## config.mk

```make
export PLATFORM = sky130hd
export DESIGN_NAME = adc_rd_ctrl
export DESIGN_NICKNAME = d
export VERILOG_FILES = /design/src/rtl/adc_rd_pkg.sv /design/src/rtl/adc_sclk_gen.sv /design/src/rtl/adc_rd_seq.sv /design/src/rtl/adc_rd_shift.sv /design/src/rtl/adc_rd_ctrl.sv
export SDC_FILE = /design/constraint.sdc
export NUM_CORES = 1
export LEC_CHECK = 0
export ABC_AREA = 1
export BUFFER_PORTS_ARGS = -buffer_cell sky130_fd_sc_hd__buf_2
export CORE_MARGIN = 4
export CORE_UTILIZATION = 52
export CTS_CLUSTER_DIAMETER = 30
export DETAILED_ROUTE_END_ITERATION = 16
export GPL_ROUTABILITY_DRIVEN = 0
export HOLD_SLACK_MARGIN = 0.05
export PLACE_DENSITY = 0.82
export SETUP_SLACK_MARGIN = 0.05
export SYNTH_ARGS = -nofsm -noshare
export SYNTH_HDL_FRONTEND = slang
export SYNTH_SLANG_ARGS = --single-unit
export TNS_END_PERCENT = 20
```

## constraint.sdc

```tcl
create_clock -name clk -period 1.7 [get_ports clk]
set_input_delay 0.255 -clock clk [delete_from_list [all_inputs] [get_ports clk]]
set_output_delay 0.255 -clock clk [all_outputs]
set_load 0.02 [all_outputs]
```

## src/rtl/adc_rd_pkg.sv

```systemverilog
package adc_rd_pkg;

    typedef enum logic [2:0] {
        RD_IDLE = 3'd0,
        RD_ARM  = 3'd1,
        RD_HOLD = 3'd2,
        RD_REQ  = 3'd3,
        RD_SYNC = 3'd4,
        RD_BITS = 3'd5
    } rd_state_e;

    function automatic int max3(input int a, input int b, input int c);
        int m;
        m = (a > b) ? a : b;
        return (m > c) ? m : c;
    endfunction

endpackage

```

## src/rtl/adc_sclk_gen.sv

```systemverilog
module adc_sclk_gen #(
    parameter int DIV = 2
) (
    input  logic clk,
    input  logic rst_n,
    output logic sclk,
    output logic rise_p,
    output logic fall_p
);
    localparam int CW = (DIV > 1) ? $clog2(DIV) : 1;

    typedef struct packed {
        logic [CW-1:0] cnt;
        logic          lvl;
    } gen_t;

    gen_t g_d, g_q;
    logic wrap;

    always_comb begin
        g_d  = g_q;
        wrap = (g_q.cnt == CW'(DIV - 1));
        if (wrap) begin
            g_d.cnt = '0;
            g_d.lvl = ~g_q.lvl;
        end else begin
            g_d.cnt = g_q.cnt + 1'b1;
        end
    end

    always_ff @(posedge clk) begin
        if (!rst_n) g_q <= '0;
        else        g_q <= g_d;
    end

    assign sclk   = g_q.lvl;
    assign rise_p = wrap && !g_q.lvl;
    assign fall_p = wrap &&  g_q.lvl;

    assert_rise_goes_high_R9: assert property (@(posedge clk) disable iff (!rst_n)
        rise_p |=> sclk);
    assert_fall_goes_low_R9: assert property (@(posedge clk) disable iff (!rst_n)
        fall_p |=> !sclk);

endmodule

```

## src/rtl/adc_rd_seq.sv

```systemverilog
module adc_rd_seq
    import adc_rd_pkg::*;
#(
    parameter int DATA_W    = 16,
    parameter int SETUP_CYC = 2,
    parameter int SYNC_TMO  = 4
) (
    input  logic clk,
    input  logic rst_n,
    input  logic start,
    input  logic busy_n,
    input  logic sync_in,
    input  logic rise_p,
    input  logic fall_p,
    output logic cs_n,
    output logic rc_n,
    output logic shift_en,
    output logic word_done,
    output logic timeout_err
);
    localparam int CMAX = max3(SETUP_CYC, SYNC_TMO, DATA_W);
    localparam int CW   = $clog2(CMAX + 1);

    typedef struct packed {
        rd_state_e     st;
        logic [CW-1:0] cnt;
        logic          armed;
        logic          cs_n;
        logic          rc_n;
        logic          tmo;
    } seq_t;

    seq_t s_d, s_q;

    always_comb begin
        s_d       = s_q;
        shift_en  = 1'b0;
        word_done = 1'b0;
        unique case (s_q.st)
            RD_IDLE: begin
                s_d.cs_n = 1'b1;
                s_d.rc_n = 1'b1;
                if (start) begin
                    s_d.st    = RD_ARM;
                    s_d.cs_n  = 1'b0;
                    s_d.rc_n  = 1'b0;
                    s_d.armed = 1'b0;
                    s_d.tmo   = 1'b0;
                end
            end
            RD_ARM: begin
                if (rise_p || fall_p) s_d.armed = 1'b1;
                if (s_q.armed && !busy_n) begin
                    s_d.st   = RD_HOLD;
                    s_d.rc_n = 1'b1;
                    s_d.cnt  = '0;
                end
            end
            RD_HOLD: begin
                s_d.cnt = s_q.cnt + 1'b1;
                if (s_q.cnt == CW'(SETUP_CYC - 1)) s_d.st = RD_REQ;
            end
            RD_REQ: begin
                if (rise_p) begin
                    s_d.st  = RD_SYNC;
                    s_d.cnt = '0;
                end
            end
            RD_SYNC: begin
                if (fall_p) begin
                    if (sync_in) begin
                        s_d.st  = RD_BITS;
                        s_d.cnt = '0;
                    end else if (s_q.cnt == CW'(SYNC_TMO - 1)) begin
                        s_d.st   = RD_IDLE;
                        s_d.tmo  = 1'b1;
                        s_d.cs_n = 1'b1;
                    end else begin
                        s_d.cnt = s_q.cnt + 1'b1;
                    end
                end
            end
            RD_BITS: begin
                if (fall_p) begin
                    shift_en = 1'b1;
                    if (s_q.cnt == CW'(DATA_W - 1)) begin
                        word_done = 1'b1;
                        s_d.st    = RD_IDLE;
                        s_d.cs_n  = 1'b1;
                    end else begin
                        s_d.cnt = s_q.cnt + 1'b1;
                    end
                end
            end
            default: s_d.st = RD_IDLE;
        endcase
    end

    always_ff @(posedge clk) begin
        if (!rst_n) begin
            s_q      <= '0;
            s_q.st   <= RD_IDLE;
            s_q.cs_n <= 1'b1;
            s_q.rc_n <= 1'b1;
        end else begin
            s_q <= s_d;
        end
    end

    assign cs_n        = s_q.cs_n;
    assign rc_n        = s_q.rc_n;
    assign timeout_err = s_q.tmo;

    assert_rc_inside_cs_R1: assert property (@(posedge clk) disable iff (!rst_n)
        !rc_n |-> !cs_n);
    assert_rc_after_busy_R2: assert property (@(posedge clk) disable iff (!rst_n)
        (!cs_n && $rose(rc_n)) |-> $past(!busy_n));
    assert_tmo_ends_read_R7: assert property (@(posedge clk) disable iff (!rst_n)
        $rose(timeout_err) |-> (cs_n && rc_n));
    assert_done_only_on_fall_R5: assert property (@(posedge clk) disable iff (!rst_n)
        word_done |-> fall_p);

endmodule

```

## src/rtl/adc_rd_shift.sv

```systemverilog
module adc_rd_shift #(
    parameter int DATA_W = 16
) (
    input  logic              clk,
    input  logic              rst_n,
    input  logic              shift_en,
    input  logic              word_done,
    input  logic              sdata_in,
    output logic [DATA_W-1:0] data_out,
    output logic              data_valid
);
    typedef struct packed {
        logic [DATA_W-1:0] sh;
        logic [DATA_W-1:0] dout;
        logic              vld;
    } shf_t;

    shf_t f_d, f_q;
    logic [DATA_W-1:0] next_sh;

    always_comb begin
        f_d     = f_q;
        next_sh = {f_q.sh[DATA_W-2:0], sdata_in};
        f_d.vld = 1'b0;
        if (shift_en) f_d.sh = next_sh;
        if (word_done) begin
            f_d.dout = next_sh;
            f_d.vld  = 1'b1;
        end
    end

    always_ff @(posedge clk) begin
        if (!rst_n) f_q <= '0;
        else        f_q <= f_d;
    end

    assign data_out   = f_q.dout;
    assign data_valid = f_q.vld;

    assert_valid_single_R6: assert property (@(posedge clk) disable iff (!rst_n)
        data_valid |=> !data_valid);
    assert_dout_held_R6: assert property (@(posedge clk) disable iff (!rst_n)
        !data_valid |-> $stable(data_out));

endmodule

```

## src/rtl/adc_rd_ctrl.sv

```systemverilog
module adc_rd_ctrl #(
    parameter int DATA_W    = 16,
    parameter int DIV       = 2,
    parameter int SETUP_CYC = 2,
    parameter int SYNC_TMO  = 4
) (
    input  logic              clk,
    input  logic              rst_n,
    input  logic              start,
    input  logic              busy_n,
    input  logic              sync_in,
    input  logic              sdata_in,
    output logic              sclk,
    output logic              cs_n,
    output logic              rc_n,
    output logic [DATA_W-1:0] data_out,
    output logic              data_valid,
    output logic              timeout_err
);
    logic rise_p, fall_p, shift_en, word_done;

    adc_sclk_gen #(.DIV(DIV)) u_gen (
        .clk    (clk),
        .rst_n  (rst_n),
        .sclk   (sclk),
        .rise_p (rise_p),
        .fall_p (fall_p)
    );

    adc_rd_seq #(
        .DATA_W    (DATA_W),
        .SETUP_CYC (SETUP_CYC),
        .SYNC_TMO  (SYNC_TMO)
    ) u_seq (
        .clk         (clk),
        .rst_n       (rst_n),
        .start       (start),
        .busy_n      (busy_n),
        .sync_in     (sync_in),
        .rise_p      (rise_p),
        .fall_p      (fall_p),
        .cs_n        (cs_n),
        .rc_n        (rc_n),
        .shift_en    (shift_en),
        .word_done   (word_done),
        .timeout_err (timeout_err)
    );

    adc_rd_shift #(.DATA_W(DATA_W)) u_shf (
        .clk        (clk),
        .rst_n      (rst_n),
        .shift_en   (shift_en),
        .word_done  (word_done),
        .sdata_in   (sdata_in),
        .data_out   (data_out),
        .data_valid (data_valid)
    );

    assert_valid_closes_cs_R6: assert property (@(posedge clk) disable iff (!rst_n)
        data_valid |-> cs_n);

endmodule

```

==> impl_results.md <==
- Status: finished, final reports clean
- Largest net degree at the start of global routing: 25
- Critical Path Start Type: register
- Post-route setup slack: 129 ps
- Most used cell, CP: nand2_1
- Min Tclk post-route: 1570 ps
- Worst path cell trace: nor2_2, o21ai_0, nand2_1, nor2_4, nand3_1, nand2_1, nor2_1
- Initial Util: 54.7%
- WP data arrival: approximately 1800 ps
- Internal Power: about 0.0019 W
- Slew Limit Fails: 0
- CTS root buf: clkbuf_8
- Worst Setup Path Type: reg -> reg
- Max VDD drop: about 670 uV
- Switching Fraction: between 30 and 40%
- Hold Fails Final Rpt: 0
- Final #Nets: between 300 and 400
- CTS max path bufs: 2
- Routed WL: 4210 um
- Total of max-cap violations: 0
- Most common cell after layout, fill and taps aside: nand2_1
- Clock Power Share: 21.1%
- Skew final: 5.78 ps
- Remaining Overflow, GRT: 0
- First-pass GRT wire length: 6980 um
- Initial antenna violation count: 0
- Synth Instances: 298
- Hold_buf cts: 0
- Vias per Instance: 5.05
- Share of layout cells above drive strength 1: 26.8%
- Syn Std Cell Area: about 2200 sq um
- Max frequency: roughly 640 MHz
- Total power per unit cell area: 1240 nW/um^2
- Detailed placement HPWL: 3000 um
- H-tree depth: 2
- Routed Antenna Nets: 0
- Slew @ Worst Pin: approximately 380 ps
- Synth warnings: 0
- Largest stage delay on the critical path: ~510 ps
- DRT Pass-1 Iters: 4
- Tot Pwr: 0.00309 W
- Setup crit end kind: register
- Number of synthesized register bits: 46
- Commonest cells after routing, fill and taps aside: nand2_1, dfxtp_1, nor2_1, inv_1, nand3_1
- Avg Synthesized Cell Area: approximately 7.5 sq um
- Initial drt markers: 88
- Gate power share: 37.0%
- Required @ worst endpoint: 1890 ps
- Critical path's top delay family: simple AND/OR/NAND/NOR gates
- WL per Instance: 11.5 um
- P_leak: 1.21 nW
- Crit path buf inv count: 0
- Relative slew slack: 74.6%
- Sequential power share: 41.9%
- Worst hold margin: 176 ps
- Worst-Skew Late Latency: between 200 and 300 ps
- Area delta synth->final: 11.3%
- Setup Viol. Count Final: 0
- CTS clk-pin slew, worst paths: 90 ps
- Die area: 5420 sq um
- DR DRC count: 0
- Core Area: 4090 sq um
- Pre-CTS WS: -20.4 ps
- Distinct cells, synth: 30
- CTS Buf Count: 5
- IO Count: 27
- Slowest-stage cell, CP: dfxtp_1
- P_sw: 0.00119 W
- # rows: 23
- Post-synthesis sequential area ratio: 41.2%
- Ant. Diodes: 0
- Die width: 73.6 um
- Max FO, Critical Path: 10
- Vias in the first global route: 1628
- Total track usage: 16.4%
- Port Buffers: 26
- Vias: about 1900
- CTS Sinks: 46
- Worst hold-check path type: in -> reg
- Period utilization: 92.4%
- Unrepaired setup endpoints after global routing: yes
- CTS tree: done
- Die extent in y: 73.6 um
- Syn nets: 307
## registers in the layout, summed over array words and instances, names as in the netlist
| signal | flops |
|---|---|
| u_shf.data_valid | 1 |
| u_gen.sclk | 1 |
| u_gen.wrap | 1 |
| u_seq.cs_n | 1 |
| u_seq.rc_n | 1 |
| u_seq.timeout_err | 1 |
| u_shf.f_q | 15 |
| u_seq.s_q | 9 |
| u_shf.data_out | 16 |
## worst register-to-register path, stage by stage, from the launching register on
cell and delay (ps):
dfxtp_1 510, nor2_2 120, o21ai_0 250, nand2_1 140
nor2_4 220, nand3_1 110, nand2_1 70, nor2_1 40
## metal layers
layer / global-route usage (%) / vias up / part of all wire [%]
li1: - / 977 / -
met1: 19.4 / 826 / 46
met2: 27.8 / 41 / 48
met3: 4.51 / 10 / 4.9
met4: 6.64 / 0 / 1.7
met5: 0 / - / 0
## worst paths after layout
| kind | startpoint | endpoint | slack [ps] | depth (start not counted) |
|---|---|---|---|---|
| min | sdata_in | u_shf.data_out[0] | 180 | 3 |
| max reg2reg | u_seq.s_q[10] | u_seq.s_q[5] | 130 | 7 |
| min reg2reg | u_seq.s_q[3] | u_seq.s_q[3] | 460 | 2 |
| max | u_seq.s_q[10] | u_seq.s_q[5] | 130 | 7 |
## cell families (layout without fill, tap and decap cells)
family	Yosys count	in the layout	synth area share, %
AND/OR/NAND/NOR	133	133	28.1
AO/OA/AOI/OAI	55	55	14.6
adder cells (fa/ha/maj)	3	3	1.68
flip-flops	46	46	41.2
buffers and inverters	61	80	14.4
## layout make-up
type / instances / area (sq um)
Sequential cell: 46 / 926
Timing Repair Buffer: 37 / 213
Tap cell: 50 / 62.6
Clock buffer: 6 / 72.6
Clock inverter: 2 / 13.8
Inverter: 35 / 141
Fill cell: 364 / 1600
Multi-Input combinational cell: 191 / 1060
## repair_timing
action,4_1_cts,5_1_grt
setup endpoints to repair,8,14
cloned,0,0
buffers inserted,0,3
resized for setup,3,19
pin swaps,0,6
## power groups by stage
| stage | registers, W | logic, W | clock network [W] |
|---|---|---|---|
| 2_1_floorplan | 0.00134 | 0.000754 | 0 |
| 3_3_place_gp | 0.00130 | 0.000984 | 0 |
| 3_5_place_dp | 0.00131 | 0.00101 | 0 |
| 4_1_cts | 0.00128 | 0.00102 | 0.000679 |
| 5_1_grt | 0.00131 | 0.00129 | 0.000728 |
| 6_report | 0.00129 | 0.00114 | 0.000653 |
## synthesized netlist by cell type (all sizes together)
cell      n  share of area, %
a211oi    1              0.34
a21oi    17               3.8
a31oi     1              0.28
buf      24               7.9
clkbuf    2              0.34
dfxtp    46                41
ha        3               1.7
inv      35               6.2
nand2    55               9.7
nand3    32               8.1
nand4     2              0.56
nor2     43               9.6
o2111ai   1              0.39
o211ai    1              0.34
o21ai    32               8.8
o21bai    1              0.34
o22ai     1              0.28
or2       1              0.28
## per-stage QoR
step	util, %	TNS (ps)	instances	instance area [sq um]
2_1_floorplan	-	0	298	2240
3_3_place_gp	56.4	0	356	2310
3_5_place_dp	56.4	-40.0	356	2310
4_1_cts	58.6	0	364	2400
5_1_grt	60.9	0	367	2490
6_report	60.9	0	367	2490
Note: power is estimated with default switching activity, not from simulation.
